$ cat config.mk
export PLATFORM = sky130hd
export DESIGN_NAME = xbc_top
export DESIGN_NICKNAME = d
export VERILOG_FILES = /design/src/rtl/xbc_pkg.sv /design/src/rtl/xbc_ctl.sv /design/src/rtl/xbc_edge.sv /design/src/rtl/xbc_count.sv /design/src/rtl/xbc_top.sv
export SDC_FILE = /design/constraint.sdc
export NUM_CORES = 1
export LEC_CHECK = 0
export BUFFER_PORTS_ARGS = -buffer_cell sky130_fd_sc_hd__buf_2
export CELL_PAD_IN_SITES_DETAIL_PLACEMENT = 1
export CELL_PAD_IN_SITES_GLOBAL_PLACEMENT = 2
export CORE_ASPECT_RATIO = 0.75
export CORE_MARGIN = 1
export CORE_UTILIZATION = 23
export DETAILED_ROUTE_END_ITERATION = 12
export PLACE_DENSITY_LB_ADDON = 0.25
export SYNTH_ARGS = -nofsm -noshare
export SYNTH_HDL_FRONTEND = slang
export SYNTH_SLANG_ARGS = --single-unit
$ cat constraint.sdc
create_clock -name clk -period 1.4 [get_ports clk]
set_input_delay 0.28 -clock clk [delete_from_list [all_inputs] [get_ports clk]]
set_output_delay 0.28 -clock clk [all_outputs]
set_load 0.05 [all_outputs]
$ cat src/rtl/xbc_pkg.sv
package xbc_pkg;
  localparam int CTL_W = 4;

  typedef enum logic [1:0] {
    SRC_SW    = 2'b00,
    SRC_TMR   = 2'b01,
    SRC_EXT_P = 2'b10,
    SRC_EXT_N = 2'b11
  } src_e;

  localparam int BIT_TGL = 0;
  localparam int BIT_STB = 1;
  localparam int BIT_SRC = 2;
endpackage

$ cat src/rtl/xbc_ctl.sv
module xbc_ctl
  import xbc_pkg::*;
(
  input  logic             clk,
  input  logic             rst_n,
  input  logic             wr_i,
  input  logic [CTL_W-1:0] wdata_i,
  output src_e             src_o,
  output logic             csel_o,
  output logic             sw_stb_o,
  output logic             tgl_cnt_o,
  output logic             port_o,
  output logic [CTL_W-1:0] rdata_o
);
  src_e src_q;
  logic csel_q;
  logic port_q;
  logic [1:0] wsrc;

  assign wsrc = wdata_i[BIT_SRC+1:BIT_SRC];

  always_ff @(posedge clk) begin
    if (!rst_n) begin
      src_q  <= SRC_SW;
      csel_q <= 1'b0;
      port_q <= 1'b0;
    end else if (wr_i) begin
      src_q  <= src_e'(wsrc);
      csel_q <= wdata_i[BIT_STB];
      if (wdata_i[BIT_TGL]) port_q <= ~port_q;
    end
  end

  // strobe acts with the source written in the same access
  assign sw_stb_o  = wr_i && wdata_i[BIT_STB] && (wsrc == SRC_SW);
  assign tgl_cnt_o = wr_i && wdata_i[BIT_TGL] && wsrc[1] && wdata_i[BIT_STB];

  assign src_o   = src_q;
  assign csel_o  = csel_q;
  assign port_o  = port_q;
  assign rdata_o = {src_q, 2'b00};
endmodule

$ cat src/rtl/xbc_edge.sv
module xbc_edge (
  input  logic clk,
  input  logic rst_n,
  input  logic lvl_i,
  output logic any_edge_o
);
  logic lvl_q;

  always_ff @(posedge clk) begin
    if (!rst_n) lvl_q <= 1'b0;
    else        lvl_q <= lvl_i;
  end

  assign any_edge_o = lvl_i ^ lvl_q;
endmodule

$ cat src/rtl/xbc_count.sv
module xbc_count #(
  parameter int CNT_W = 4
) (
  input  logic             clk,
  input  logic             rst_n,
  input  logic             inc_i,
  input  logic             ld_i,
  input  logic [CNT_W-1:0] ld_val_i,
  input  logic             clr_i,
  output logic [CNT_W-1:0] cnt_o,
  output logic             flag_o,
  output logic             evt_o
);
  localparam logic [CNT_W-1:0] TOP = {CNT_W{1'b1}};

  logic [CNT_W-1:0] cnt_q;
  logic flag_q, evt_q, wrap;

  assign wrap = inc_i && !ld_i && (cnt_q == TOP);

  always_ff @(posedge clk) begin
    if (!rst_n) begin
      cnt_q  <= '0;
      flag_q <= 1'b0;
      evt_q  <= 1'b0;
    end else begin
      if (ld_i)       cnt_q <= ld_val_i;
      else if (inc_i) cnt_q <= cnt_q + 1'b1;
      evt_q <= wrap;
      if (wrap)       flag_q <= 1'b1;
      else if (clr_i) flag_q <= 1'b0;
    end
  end

  assign cnt_o  = cnt_q;
  assign flag_o = flag_q;
  assign evt_o  = evt_q;
endmodule

$ cat src/rtl/xbc_top.sv
module xbc_top
  import xbc_pkg::*;
#(
  parameter int CNT_W = 4
) (
  input  logic             clk,
  input  logic             rst_n,
  input  logic             ext_clk_i,
  input  logic             tick_i,
  input  logic             ctl_wr_i,
  input  logic [3:0]       ctl_wdata_i,
  output logic [3:0]       ctl_rdata_o,
  input  logic             cnt_wr_i,
  input  logic [CNT_W-1:0] cnt_wdata_i,
  output logic [CNT_W-1:0] cnt_o,
  input  logic             flag_clr_i,
  input  logic             ovf_ie_i,
  output logic             ovf_flag_o,
  output logic             ovf_evt_o,
  output logic             ovf_irq_o,
  output logic             clk_port_o
);
  src_e src;
  logic csel, sw_stb, tgl_cnt, ext_edge, inc;

  xbc_ctl u_ctl (
    .clk(clk), .rst_n(rst_n), .wr_i(ctl_wr_i), .wdata_i(ctl_wdata_i),
    .src_o(src), .csel_o(csel), .sw_stb_o(sw_stb), .tgl_cnt_o(tgl_cnt),
    .port_o(clk_port_o), .rdata_o(ctl_rdata_o)
  );

  xbc_edge u_edge (
    .clk(clk), .rst_n(rst_n), .lvl_i(ext_clk_i), .any_edge_o(ext_edge)
  );

  // event mux: one increment per cycle at most
  always_comb begin
    inc = sw_stb || tgl_cnt;
    unique case (src)
      SRC_TMR:              inc = inc || tick_i;
      SRC_EXT_P, SRC_EXT_N: inc = inc || (ext_edge && !csel);
      default:              ;
    endcase
  end

  xbc_count #(.CNT_W(CNT_W)) u_cnt (
    .clk(clk), .rst_n(rst_n), .inc_i(inc), .ld_i(cnt_wr_i),
    .ld_val_i(cnt_wdata_i), .clr_i(flag_clr_i),
    .cnt_o(cnt_o), .flag_o(ovf_flag_o), .evt_o(ovf_evt_o)
  );

  assign ovf_irq_o = ovf_flag_o && ovf_ie_i;
endmodule

==> flow_summary.json <==
{
  "run_status": "complete, no violations",
  "finalInstanceArea_sq_um": 1010,
  "synth_simple_gate_area_share": 0.379,
  "ff2ff_path_depth": 5,
  "commonest_cells_after_routing_fill_and_taps_aside": "buf_2 (25), buf_4 (14), dfxtp_1 (6)",
  "portBuffers": 25,
  "primary_ff_master_synth": "dfxtp_1",
  "worstPathMaxFanout": 3,
  "hold-worst-slack_ns": 0.269,
  "ys_types": 35,
  "timing.hold.worst_path_depth": 2,
  "setup.worst_path.end_class": "flip-flop",
  "period_needed_ns": 1.37,
  "rows": 16,
  "p_clk_frac": 0.341,
  "power_mw": 0.930,
  "switching_share": 0.312,
  "post_route_setup_tns_ns": 0,
  "timing.critical_path.from_type": "flip-flop",
  "dr_total_vias": 687,
  "hp-class": "in -> reg",
  "grt.overflow.total": 0,
  "mappedNetlistArea_sq_um": 657,
  "cts_num_sinks": 11,
  "synthTopCellsByArea": "dfxtp_1 (34%), nand2b_1 (4.8%), nor2b_1 (4.8%), and2_1 (3.8%), nand3_1 (3.8%)",
  "synth-seq-cells": 11,
  "peakVddDrop_uv": 365,
  "switching_power_summed_over_all_nets_mw": 0.290,
  "clockRootBuffer": "clkbuf_8",
  "crit_arrival_ns": 1.51,
  "setup_viol_count_final": 0,
  "period_share": 0.982,
  "standby_leakage_power_nw": 0.447,
  "detailedRoute.firstPassIterationCount": 4,
  "first_pass_grt_wire_length_microns": 3270,
  "synthToLayoutAreaGrowth_pct": 54.5,
  "postSynthCellCount": 74,
  "synth_top_area_frac": 0.335,
  "final_setup_skew_ns": 0.00235,
  "layout_commonest_cell": "buf_2",
  "fp.dieArea_sq_um": 3080,
  "detail_route.iter0.violations": 15,
  "preCtsSetupSlack_ns": -0.124,
  "placed_cell_area_sq_um": 915,
  "synth_top_family_by_area": "simple AND/OR/NAND/NOR gates",
  "achievable-frequency_mhz": 727,
  "power.density_nw_per_um2": 917,
  "grt_util_met3": 0.0561,
  "cts.htree.levels": 1,
  "groute.layer.met1.usage": 0.186,
  "global_route.peak_usage_layer": "met2",
  "design.portCount": 28,
  "unrepaired_setup_endpoints_after_global_routing": "yes",
  "grt_util_met2": 0.238,
  "timing_max_transition_violations_final": 0,
  "hpwlAfterDp_microns": 1600,
  "placeableCoreArea_sq_um": 2660,
  "number_of_antenna_violations_at_the_first_check_in_global_routing": 0,
  "gp_congestion": 0.791,
  "die_width_microns": 63.7,
  "proportion_of_layout_cells_with_a_drive_suffix_above_1": 0.504,
  "power_frac_comb": 0.277,
  "compound_gate_fraction_of_synth_area": 0.147,
  "clock_pin_slew_worst_setup_and_hold_paths_ns": 0.05,
  "sequential_power_share": 0.382,
  "synth_enable_flop_cells": 0,
  "yosys-mux-area-fraction": 0.0305,
  "synthesis.area_per_instance_sq_um": 8.88,
  "antenna_violating_nets_post_route": 0,
  "first_global_vias": 679,
  "synth_fa_ha_area_frac": 0.0190,
  "grt_max_degree": 13,
  "maxCapViolCount": 0,
  "critical_path_class": "reg -> reg",
  "clk_path_buf_depth": 2,
  "power.internal_mw": 0.640,
  "postRouteWirelength_microns": 2020,
  "post-route-worst-setup-slack_ns": 0.0254,
  "die_height_microns": 48.3,
  "avgRoutedWirePerCell_microns": 13.6,
  "hold_buffers": 0,
  "yosys_warnings": 0,
  "report.final.hold_viol_count": 0,
  "critPathRequiredTime_ns": 1.53,
  "post-route-drc-count": 0,
  "tritoncts_clock_tree": "yes",
  "cts_inserted_buffers": 3,
  "clk_latency_worst_skew_pair_ns": 0.24,
  "synth_xor_area_frac": 0.0267,
  "synth_seq_area_share": 0.335,
  "routed_via_density": 4.61,
  "ys_async_sr_fraction": 0,
  "number_of_diodes_added_for_antenna_fixing": 0,
  "initial_utilization": 0.247,
  "yosys.area.top_type": "dfxtp_1",
  "grt_usage": 0.148,
  "nets": 131
}
## stage by stage
| stage | std cells | util |
|---|---|---|
| floorplan | 75 | - |
| global placement | 144 | 0.344 |
| detailed placement | 144 | 0.344 |
| CTS | 148 | 0.366 |
| global route | 149 | 0.381 |
| finish | 149 | 0.381 |
## sequential cells by signal (all words and copies together), names as in the netlist
name and cells:
u_ctl.src_o 2, u_edge.lvl_q 1, u_cnt.cnt_o 4, u_cnt.flag_o 1
u_cnt.evt_o 1, u_ctl.csel_o 1, u_ctl.port_o 1
## logic make-up after synthesis
group                    after synthesis
AO/OA/AOI/OAI                         12
XOR/XNOR                               2
adder cells (fa/ha/maj)                1
buffers and inverters                  6
flip-flops                            11
multiplexers                           2
other                                  1
AND/OR/NAND/NOR                       39
## power groups by stage
| stage | logic [mW] | clock network [mW] | registers (mW) |
|---|---|---|---|
| final | 0.258 | 0.317 | 0.355 |
| after global routing | 0.280 | 0.345 | 0.359 |
| after CTS | 0.251 | 0.333 | 0.352 |
| after detailed placement | 0.246 | 0 | 0.358 |
| after global placement | 0.242 | 0 | 0.358 |
| after floorplan | 0.101 | 0 | 0.414 |
## layer usage
layer	part of all wire	wire length, microns
met1	0.50	1020
met5	0	0
met3	0.054	109
met2	0.43	878
met4	0.0064	13
## worst max-delay path: stages, from the launching register on
cell	delay, ns
dfxtp_4	0.35
ha_4	0.16
nand3_4	0.08
o31ai_4	0.31
o41ai_2	0.10
a311oi_1	0.26
## synth_stat cells, drive strengths merged, types with 3 or more instances
cell type and count:
and2 4, buf 3, dfxtp 11, nand2 3, nand2b 5, nand3 5
nand4 4, nor2 3, nor2b 5
## final cells by class
type,instances,area [sq um]
Inverter,1,3.75
Clock buffer,4,45.0
Timing Repair Buffer,39,230
Multi-Input combinational cell,58,457
Fill cell,324,1650
Tap cell,36,45.0
Sequential cell,11,234
## path summary, 6_finish.rpt
path,from,slack [ns],to
worst max-delay path,u_cnt.cnt_o[0],0.03,u_cnt.cnt_o[2]
worst min register to register,u_cnt.flag_o,0.49,u_cnt.flag_o
worst max register to register,u_cnt.cnt_o[0],0.03,u_cnt.cnt_o[2]
worst min-delay path,ext_clk_i,0.27,u_edge.lvl_q
## repair_timing
item,in CTS,in global routing
setup buffers,0,1
pin swaps,0,2
resized for setup,3,5
setup endpoints to repair,1,1
Power figures use the tool's default switching activity.
